## config.mk

```make
export PLATFORM = sky130hd
export DESIGN_NAME = mdet_top
export DESIGN_NICKNAME = d
export VERILOG_FILES = /design/src/rtl/mdet_pkg.sv /design/src/rtl/mdet_window.sv /design/src/rtl/mdet_decide.sv /design/src/rtl/mdet_area_acc.sv /design/src/rtl/mdet_top.sv
export SDC_FILE = /design/constraint.sdc
export NUM_CORES = 2
export LEC_CHECK = 0
export CAP_MARGIN = 10
export CORE_ASPECT_RATIO = 1.1
export CORE_MARGIN = 2
export CORE_UTILIZATION = 24
export DETAILED_ROUTE_END_ITERATION = 12
export SETUP_SLACK_MARGIN = 0.15
export SLEW_MARGIN = 25
export SYNTH_ARGS = -nofsm -noshare
export SYNTH_HDL_FRONTEND = slang
export SYNTH_SLANG_ARGS = --single-unit
```

## constraint.sdc

```tcl
create_clock -name clk -period 9.42 [get_ports clk]
set_clock_uncertainty 0.2 [all_clocks]
set_input_delay 2.826 -clock clk [delete_from_list [all_inputs] [get_ports clk]]
set_output_delay 2.826 -clock clk [all_outputs]
set_load 0.005 [all_outputs]
```

## src/rtl/mdet_pkg.sv

```systemverilog
package mdet_pkg;

  localparam int PIX_W  = 8;
  localparam int DIFF_W = PIX_W + 1;
  localparam int SUM_W  = PIX_W + 4;
  localparam int MOT_W  = PIX_W + 2;

  typedef logic [PIX_W-1:0]         pix_t;
  typedef logic signed [DIFF_W-1:0] diff_t;
  typedef logic [MOT_W-1:0]         mot_t;

  // temporal difference of one pixel: later frame minus earlier frame
  function automatic diff_t frame_diff(input pix_t nxt, input pix_t prv);
    diff_t a;
    diff_t b;
    a = diff_t'({1'b0, nxt});
    b = diff_t'({1'b0, prv});
    return a - b;
  endfunction

  // magnitude of the 1-2-1 weighted lateral sum
  function automatic mot_t lateral_motion(input diff_t l, input diff_t c, input diff_t r);
    logic signed [SUM_W-1:0] sl;
    logic signed [SUM_W-1:0] sc;
    logic signed [SUM_W-1:0] sr;
    logic signed [SUM_W-1:0] s;
    logic signed [SUM_W-1:0] mag;
    sl  = {{(SUM_W-DIFF_W){l[DIFF_W-1]}}, l};
    sc  = {{(SUM_W-DIFF_W){c[DIFF_W-1]}}, c};
    sr  = {{(SUM_W-DIFF_W){r[DIFF_W-1]}}, r};
    s   = sl + (sc <<< 1) + sr;
    mag = s[SUM_W-1] ? -s : s;
    return mag[MOT_W-1:0];
  endfunction

  // signed test: current minus background strictly above the threshold
  function automatic logic brighter_than(input pix_t cur, input pix_t bg, input pix_t thr);
    diff_t gap;
    diff_t lim;
    gap = diff_t'({1'b0, cur}) - diff_t'({1'b0, bg});
    lim = diff_t'({1'b0, thr});
    return gap > lim;
  endfunction

endpackage

```

## src/rtl/mdet_window.sv

```systemverilog
module mdet_window
  import mdet_pkg::*;
#(
  parameter int FRAME_W = 1280,
  parameter int NB_DIST = 10,
  parameter int PAY_W   = 35
) (
  input  logic                         clk,
  input  logic                         rst_n,
  input  logic                         shift_en,
  input  logic                         in_valid,
  input  diff_t                        in_d,
  input  logic [$clog2(FRAME_W)-1:0]   in_col,
  input  logic [PAY_W-1:0]             in_pay,
  output logic                         ctr_valid,
  output logic [PAY_W-1:0]             ctr_pay,
  output diff_t                        ctr_d,
  output diff_t                        left_d,
  output diff_t                        right_d
);

  localparam int COL_W = $clog2(FRAME_W);
  localparam int CTR   = NB_DIST;
  localparam int LFT   = 2 * NB_DIST;

  logic             vld_q [0:LFT];
  diff_t            d_q   [0:LFT];
  logic [COL_W-1:0] col_q [0:CTR];
  logic [PAY_W-1:0] pay_q [0:CTR];

  // tap 0 is the newest sample; payload travels only as far as the centre
  always_ff @(posedge clk or negedge rst_n) begin
    if (!rst_n) begin
      for (int k = 0; k <= LFT; k++) begin
        vld_q[k] <= 1'b0;
        d_q[k]   <= '0;
      end
      for (int k = 0; k <= CTR; k++) begin
        col_q[k] <= '0;
        pay_q[k] <= '0;
      end
    end else if (shift_en) begin
      vld_q[0] <= in_valid;
      d_q[0]   <= in_d;
      col_q[0] <= in_col;
      pay_q[0] <= in_pay;
      for (int k = 1; k <= LFT; k++) begin
        vld_q[k] <= vld_q[k-1];
        d_q[k]   <= d_q[k-1];
      end
      for (int k = 1; k <= CTR; k++) begin
        col_q[k] <= col_q[k-1];
        pay_q[k] <= pay_q[k-1];
      end
    end
  end

  logic [COL_W:0] right_col;
  logic           left_in_row;
  logic           right_in_row;

  assign right_col    = {1'b0, col_q[CTR]} + (COL_W+1)'(NB_DIST);
  assign left_in_row  = col_q[CTR] >= COL_W'(NB_DIST);
  assign right_in_row = right_col < (COL_W+1)'(FRAME_W);

  assign ctr_valid = vld_q[CTR];
  assign ctr_pay   = pay_q[CTR];
  assign ctr_d     = d_q[CTR];
  assign left_d    = (left_in_row  && vld_q[LFT]) ? d_q[LFT] : d_q[CTR];
  assign right_d   = (right_in_row && vld_q[0])   ? d_q[0]   : d_q[CTR];

  // an in-row right neighbour must already be in the window when the centre is decided
  AST_RIGHT_PRESENT: assert property (@(posedge clk) disable iff (!rst_n)
    shift_en && ctr_valid && right_in_row |-> vld_q[0]);

endmodule

```

## src/rtl/mdet_decide.sv

```systemverilog
module mdet_decide
  import mdet_pkg::*;
#(
  parameter int CNT_W = 8
) (
  input  logic             clk,
  input  logic             rst_n,
  input  logic             chk_en,
  input  logic             road,
  input  pix_t             bg_px,
  input  pix_t             cur_px,
  input  logic [CNT_W-1:0] cnt_in,
  input  diff_t            left_d,
  input  diff_t            ctr_d,
  input  diff_t            right_d,
  input  mot_t             mot_thr,
  input  pix_t             bg_thr,
  input  logic [CNT_W-1:0] still_n,
  output logic             moving,
  output pix_t             out_px,
  output pix_t             new_bg,
  output logic [CNT_W-1:0] new_cnt
);

  mot_t motion_raw;
  mot_t motion;
  logic is_still;
  logic aged;
  logic take_bg;
  logic cnt_full;
  logic gap_hit;

  always_comb begin
    motion_raw = lateral_motion(left_d, ctr_d, right_d);
    motion     = road ? motion_raw : '0;
    is_still   = motion < mot_thr;
    aged       = cnt_in >= still_n;
    take_bg    = is_still && aged;
    cnt_full   = &cnt_in;
    gap_hit    = brighter_than(cur_px, bg_px, bg_thr);
    moving     = gap_hit && (motion > mot_thr);
    out_px     = moving  ? cur_px : '0;
    new_bg     = take_bg ? cur_px : bg_px;
    if (take_bg)       new_cnt = '0;
    else if (cnt_full) new_cnt = cnt_in;
    else               new_cnt = cnt_in + CNT_W'(1);
  end

  AST_CNT_NO_WRAP: assert property (@(posedge clk) disable iff (!rst_n)
    chk_en && !take_bg |-> new_cnt >= cnt_in);

  AST_OFFROAD_QUIET: assert property (@(posedge clk) disable iff (!rst_n)
    chk_en && !road |-> !moving && out_px == '0);

endmodule

```

## src/rtl/mdet_area_acc.sv

```systemverilog
module mdet_area_acc #(
  parameter int AREA_W = 8,
  parameter int ACC_W  = 32
) (
  input  logic              clk,
  input  logic              rst_n,
  input  logic              consume,
  input  logic              sof,
  input  logic              last,
  input  logic              moving,
  input  logic [AREA_W-1:0] area,
  output logic [ACC_W-1:0]  total,
  output logic              done
);

  logic [ACC_W-1:0] acc_q;
  logic [ACC_W-1:0] add_v;
  logic [ACC_W-1:0] base_v;
  logic [ACC_W:0]   sum_v;
  logic [ACC_W-1:0] acc_n;

  always_comb begin
    add_v  = moving ? {{(ACC_W-AREA_W){1'b0}}, area} : '0;
    base_v = sof ? '0 : acc_q;
    sum_v  = {1'b0, base_v} + {1'b0, add_v};
    acc_n  = sum_v[ACC_W] ? {ACC_W{1'b1}} : sum_v[ACC_W-1:0];
  end

  always_ff @(posedge clk or negedge rst_n) begin
    if (!rst_n) begin
      acc_q <= '0;
      total <= '0;
      done  <= 1'b0;
    end else begin
      done <= 1'b0;
      if (consume) begin
        acc_q <= acc_n;
        if (last) begin
          total <= acc_n;
          done  <= 1'b1;
        end
      end
    end
  end

  AST_DONE_AFTER_LAST: assert property (@(posedge clk) disable iff (!rst_n)
    done |-> $past(consume && last));

  AST_ACC_NO_DROP: assert property (@(posedge clk) disable iff (!rst_n)
    consume && !sof |=> acc_q >= $past(acc_q));

endmodule

```

## src/rtl/mdet_top.sv

```systemverilog
module mdet_top
  import mdet_pkg::*;
#(
  parameter int FRAME_W = 1280,
  parameter int NB_DIST = 10,
  parameter int CNT_W   = 8,
  parameter int AREA_W  = 8,
  parameter int ACC_W   = 32
) (
  input  logic              clk,
  input  logic              rst_n,
  input  logic              s_valid,
  output logic              s_ready,
  input  logic              s_sof,
  input  logic              s_last,
  input  logic [7:0]        s_bg,
  input  logic [7:0]        s_prev,
  input  logic [7:0]        s_cur,
  input  logic [7:0]        s_next,
  input  logic              s_road,
  input  logic [AREA_W-1:0] s_area,
  input  logic [CNT_W-1:0]  s_cnt,
  input  logic [9:0]        cfg_mot_thr,
  input  logic [7:0]        cfg_bg_thr,
  input  logic [CNT_W-1:0]  cfg_still_n,
  output logic              m_valid,
  input  logic              m_ready,
  output logic [7:0]        m_pix,
  output logic [7:0]        m_bg,
  output logic [CNT_W-1:0]  m_cnt,
  output logic [ACC_W-1:0]  area_total,
  output logic              area_done
);

  localparam int COL_W   = $clog2(FRAME_W);
  localparam int PAY_W   = 3 + 2 * PIX_W + AREA_W + CNT_W;
  localparam int FLUSH_N = NB_DIST + 1;
  localparam int FL_W    = $clog2(FLUSH_N + 1);

  // handshake and drain control, brought out as named events
  logic            stall;
  logic            adv;
  logic            flushing;
  logic            s_fire;
  logic            shift_en;
  logic            consume;
  logic [FL_W-1:0] flush_q;

  assign stall    = m_valid && !m_ready;
  assign adv      = !stall;
  assign flushing = flush_q != '0;
  assign s_ready  = adv && !flushing;
  assign s_fire   = s_valid && s_ready;
  assign shift_en = s_fire || (adv && flushing);

  always_ff @(posedge clk or negedge rst_n) begin
    if (!rst_n)                     flush_q <= '0;
    else if (s_fire && s_last)      flush_q <= FL_W'(FLUSH_N);
    else if (adv && flushing)       flush_q <= flush_q - FL_W'(1);
  end

  // column of the incoming pixel
  logic [COL_W-1:0] col_q;
  logic [COL_W-1:0] in_col;

  assign in_col = s_sof ? '0 : col_q;

  always_ff @(posedge clk or negedge rst_n) begin
    if (!rst_n)      col_q <= '0;
    else if (s_fire) col_q <= (in_col == COL_W'(FRAME_W - 1)) ? '0 : in_col + COL_W'(1);
  end

  // neighbour window
  diff_t            in_d;
  logic [PAY_W-1:0] in_pay;
  logic             ctr_valid;
  logic [PAY_W-1:0] ctr_pay;
  diff_t            ctr_d;
  diff_t            left_d;
  diff_t            right_d;

  assign in_d   = frame_diff(s_next, s_prev);
  assign in_pay = {s_sof, s_last, s_road, s_bg, s_cur, s_area, s_cnt};

  mdet_window #(
    .FRAME_W (FRAME_W),
    .NB_DIST (NB_DIST),
    .PAY_W   (PAY_W)
  ) u_window (
    .clk       (clk),
    .rst_n     (rst_n),
    .shift_en  (shift_en),
    .in_valid  (s_fire),
    .in_d      (in_d),
    .in_col    (in_col),
    .in_pay    (in_pay),
    .ctr_valid (ctr_valid),
    .ctr_pay   (ctr_pay),
    .ctr_d     (ctr_d),
    .left_d    (left_d),
    .right_d   (right_d)
  );

  logic              c_sof;
  logic              c_last;
  logic              c_road;
  pix_t              c_bg;
  pix_t              c_cur;
  logic [AREA_W-1:0] c_area;
  logic [CNT_W-1:0]  c_cnt;

  assign {c_sof, c_last, c_road, c_bg, c_cur, c_area, c_cnt} = ctr_pay;
  assign consume = shift_en && ctr_valid;

  // per-pixel decision
  logic             ev_moving;
  pix_t             d_pix;
  pix_t             d_bg;
  logic [CNT_W-1:0] d_cnt;

  mdet_decide #(
    .CNT_W (CNT_W)
  ) u_decide (
    .clk     (clk),
    .rst_n   (rst_n),
    .chk_en  (consume),
    .road    (c_road),
    .bg_px   (c_bg),
    .cur_px  (c_cur),
    .cnt_in  (c_cnt),
    .left_d  (left_d),
    .ctr_d   (ctr_d),
    .right_d (right_d),
    .mot_thr (cfg_mot_thr),
    .bg_thr  (cfg_bg_thr),
    .still_n (cfg_still_n),
    .moving  (ev_moving),
    .out_px  (d_pix),
    .new_bg  (d_bg),
    .new_cnt (d_cnt)
  );

  // output register
  always_ff @(posedge clk or negedge rst_n) begin
    if (!rst_n) begin
      m_valid <= 1'b0;
      m_pix   <= '0;
      m_bg    <= '0;
      m_cnt   <= '0;
    end else if (shift_en) begin
      m_valid <= ctr_valid;
      m_pix   <= d_pix;
      m_bg    <= d_bg;
      m_cnt   <= d_cnt;
    end else if (m_ready) begin
      m_valid <= 1'b0;
    end
  end

  mdet_area_acc #(
    .AREA_W (AREA_W),
    .ACC_W  (ACC_W)
  ) u_area (
    .clk     (clk),
    .rst_n   (rst_n),
    .consume (consume),
    .sof     (c_sof),
    .last    (c_last),
    .moving  (ev_moving),
    .area    (c_area),
    .total   (area_total),
    .done    (area_done)
  );

  AST_HOLD_ON_STALL: assert property (@(posedge clk) disable iff (!rst_n)
    m_valid && !m_ready |=> m_valid && $stable(m_pix) && $stable(m_bg) && $stable(m_cnt));

  AST_NO_ACCEPT_IN_FLUSH: assert property (@(posedge clk) disable iff (!rst_n)
    flushing |-> !s_ready);

  AST_FLUSH_STARTS: assert property (@(posedge clk) disable iff (!rst_n)
    s_fire && s_last |=> !s_ready);

endmodule

```

==> impl_metrics.yaml <==
job:
  drv_cap: 0
yosys:
  synth_area_sq_mm: 0.0342
  synth-seq-cells: 810
  yosys.area_share.adder: 0.0318
  synth-edff-count: 0
  yosysSeqAreaShare: 0.593
  synth_top_family_by_area: "simple AND/OR/NAND/NOR gates"
  synthMuxAreaShare: 0.00841
  syn_nets: 4060
  synth_xor_area_frac: 0.0113
  async_reset_ff_frac: 1.00
  synth_compound_area_frac: 0.0531
  postSynthAreaPerCell_sq_um: 8.77
  synthCells: 3900
  synthSimpleGateAreaFrac: 0.272
  ys.flop_type: "dfrtp_1"
  synth_cell_types: 66
  ys_warn_count: 0
power:
  p_per_area_mw_per_mm2: 349
  netSwitchingPower_mw: 5.28
  combPwrFrac: 0.354
  p_leak_nw: 20.5
  seq_power_share: 0.401
  p_sw_frac: 0.373
  clockPowerShare: 0.245
  vdd_drop_max_v: 0.000234
  internal_power_mw: 8.88
sta:
  drv_slew: 0
  hold_viol_final: 0
  tns_ns: 0
  final.min_clock_period_ns: 8.31
  setup_violations: 0
  fmax_mhz: 120
  min_period_over_period: 0.883
  rsz0062_at_grt: "no"
  tightest_slew_ns: 1.01
  relSlewSlack: 0.325
drt:
  wire_per_inst_microns: 13.1
  drt-total-wl_microns: 78100
  dr.pass1.iters: 5
  avgViaCountPerCell: 4.15
  remaining_drc_errors: 0
  drtIter0Drc: 1773
  vias: 24700
  antenna_left: 0
global_route:
  antenna_found_initial: 6
  grt_usage: 0.108
  grt_max_degree: 222
  grt_pass1_vias: 24600
  grt_pass1_wl_microns: 131000
  overflow: 0
final_layout:
  syn2layout_area_growth_pct: 18.7
  drive_gt1_frac: 0.0477
  antenna_cells: 0
  fin_area_sq_mm: 0.0406
  ff_latch_area_sq_mm: 0.0203
  multi_input_area_sq_mm: 0.0129
  fin_nets: 4132
  n_fill_cell: 15100
clock_network:
  cts.sinks: 810
  path_clk_slew_ns: 0.06
  htreeDepth: 3
  cts_setup_buffers: 0
  cts_buffer_depth: 3
  hold_buffers: 0
  cts_resized: 0
  cts_inserted_buffers: 89
  cts_tree: "done"
  cts_root_buffer: "clkbuf_16"
  clk_latency_ns: 0.67
worst_setup_path:
  crit_buf_inv: 2
  critPathMaxStageDelay_ns: 0.75
  path_class: "register to register"
  crit_arrival_ns: 8.71
  crit_path_max_fanout: 15
  crit_path_start_kind: "register"
  crit_family: "compound AO/OA/AOI/OAI gates"
  cp_data_required_time_ns: 9.82
  critPathCaptureType: "register"
  critPathSlowestCell: "or4_1"
die:
  die_x_microns: 364
  core-area_sq_mm: 0.142
  dieArea_sq_mm: 0.146
  die_y_microns: 400
  initial_core_util: 0.241
  ios: 140
  rows: 145
place:
  place_area_sq_mm: 0.0376
  gp_congestion: 0.804
  io_buffers: 139
  dp_hpwl_microns: 48900
hold_path:
  hold_class: "register to register"
run_status:
  status: "completed"
[per-layer routing]
metal | vias up | part of all wire | GRT usage
met3 | 117 | 0.044 | 0.0213
met1 | 11800 | 0.49 | 0.152
met5 | - | 0.00063 | 0
met4 | 8 | 0.021 | 0.0318
met2 | 348 | 0.44 | 0.168
li1 | 12400 | - | -
[worst reg2reg max path, delay by kind of cell, from the launching register on]
kind	cells	cell delay (ns)
flip-flops	1	0.39
AO/OA/AOI/OAI	13	3.12
XOR/XNOR	2	0.26
adder cells (fa/ha/maj)	5	1.43
AND/OR/NAND/NOR	9	2.54
buffers and inverters	2	0.32
[worst paths after layout]
kind                               startpoint                   to  slack (ns)  cells after the start
hold reg to reg            u_window.col_q[19]    u_window.col_q[8]        0.22                      2
setup / recovery            u_window.col_q[2]      u_area.acc_q[6]        1.11                     31
min in group asynchronous               rst_n  u_window.pay_q[358]        1.99                      1
hold / removal             u_window.col_q[19]    u_window.col_q[8]        0.22                      2
setup reg to reg            u_window.col_q[2]      u_area.acc_q[6]        1.11                     31
max in group asynchronous               rst_n     u_window.d_q[47]        5.53                      3
[power by group through the flow]
stage | sequential (mW) | combinational [mW] | clock [mW]
after floorplan | 5.48 | 3.67 | 0
after global placement | 5.72 | 5.03 | 0
after detailed placement | 5.74 | 5.11 | 0
after CTS | 5.69 | 5.14 | 3.60
after global routing | 5.86 | 5.85 | 3.74
final | 5.68 | 5.01 | 3.48
[kinds of logic after synthesis]
| logic type | after synthesis |
|---|---|
| xor gates and xnor gates | 44 |
| adders and majority gates | 79 |
| DFF | 810 |
| muxes | 28 |
| and+or+nand+nor | 2372 |
| AOI/OAI and AO/OA | 287 |
| buffers and inverters | 280 |
[cell type report]
class                   instances  share of cell area
flip-flops and latches        810               0.499
clock buffers                 136              0.0649
clock inverters                28             0.00776
multi-input cells            2810               0.317
well taps                    1911              0.0589
repair buffers                173              0.0438
inverters                      88             0.00813
[through the flow]
| step | util | total power, mW | hold WS (ns) | setup slack [ns] | cells |
|---|---|---|---|---|---|
| 6_report | 0.287 | 14.2 | 0.221 | 1.11 | 5956 |
| 5_1_grt | 0.287 | 15.4 | 0.237 | 0.433 | 5956 |
| 4_1_cts | 0.286 | 14.4 | 0.214 | 1.03 | 5954 |
| 3_5_place_dp | 0.265 | 10.9 | 0.247 | 1.08 | 5790 |
| 3_3_place_gp | 0.265 | 10.8 | 0.245 | 1.26 | 5790 |
| 2_1_floorplan | - | 9.15 | 0.231 | 1.68 | 3900 |
[cells in the final DEF, fill, tap and decap left out, types with 17 or more instances in the layout]
cell                n
clkdlybuf4s50_1   138
a21oi_1            53
o21ai_0            99
and2_1             17
mux2i_1            22
nor2_1             70
clkbuf_16          90
nand3_1            31
nor2b_1            24
nand2_1          2141
buf_4              25
clkbuf_8           21
a21o_1             22
dfrtp_1           810
nor3_1             21
inv_1              87
ha_1               66
xnor2_1            34
clkbuf_1           25
o22a_1             18
[cell usage after synthesis, types with 18 or more instances]
| master | number | area, sq um |
|---|---|---|
| nor2b_1 | 24 | 150 |
| o21ai_0 | 100 | 500 |
| clkbuf_1 | 181 | 679 |
| nand3_1 | 31 | 155 |
| a21o_1 | 22 | 165 |
| nand2_1 | 2141 | 8040 |
| dfrtp_1 | 810 | 20300 |
| xnor2_1 | 34 | 298 |
| ha_1 | 66 | 826 |
| o22a_1 | 18 | 158 |
| nor3_1 | 21 | 105 |
| mux2i_1 | 22 | 220 |
| inv_1 | 87 | 327 |
| a21oi_1 | 53 | 265 |
| nor2_1 | 70 | 263 |
[state kept, by name (all words and copies together), names as in the netlist, 9 cells and up]
signal,flops
u_area.acc_q,32
u_window.pay_q,350
col_q,11
u_window.ctr_d,9
u_window.vld_q,20
u_window.col_q,110
u_area.total,32
u_window.d_q,180
u_window.ctr_pay,35
No activity file was read; power rests on OpenSTA's default activity.
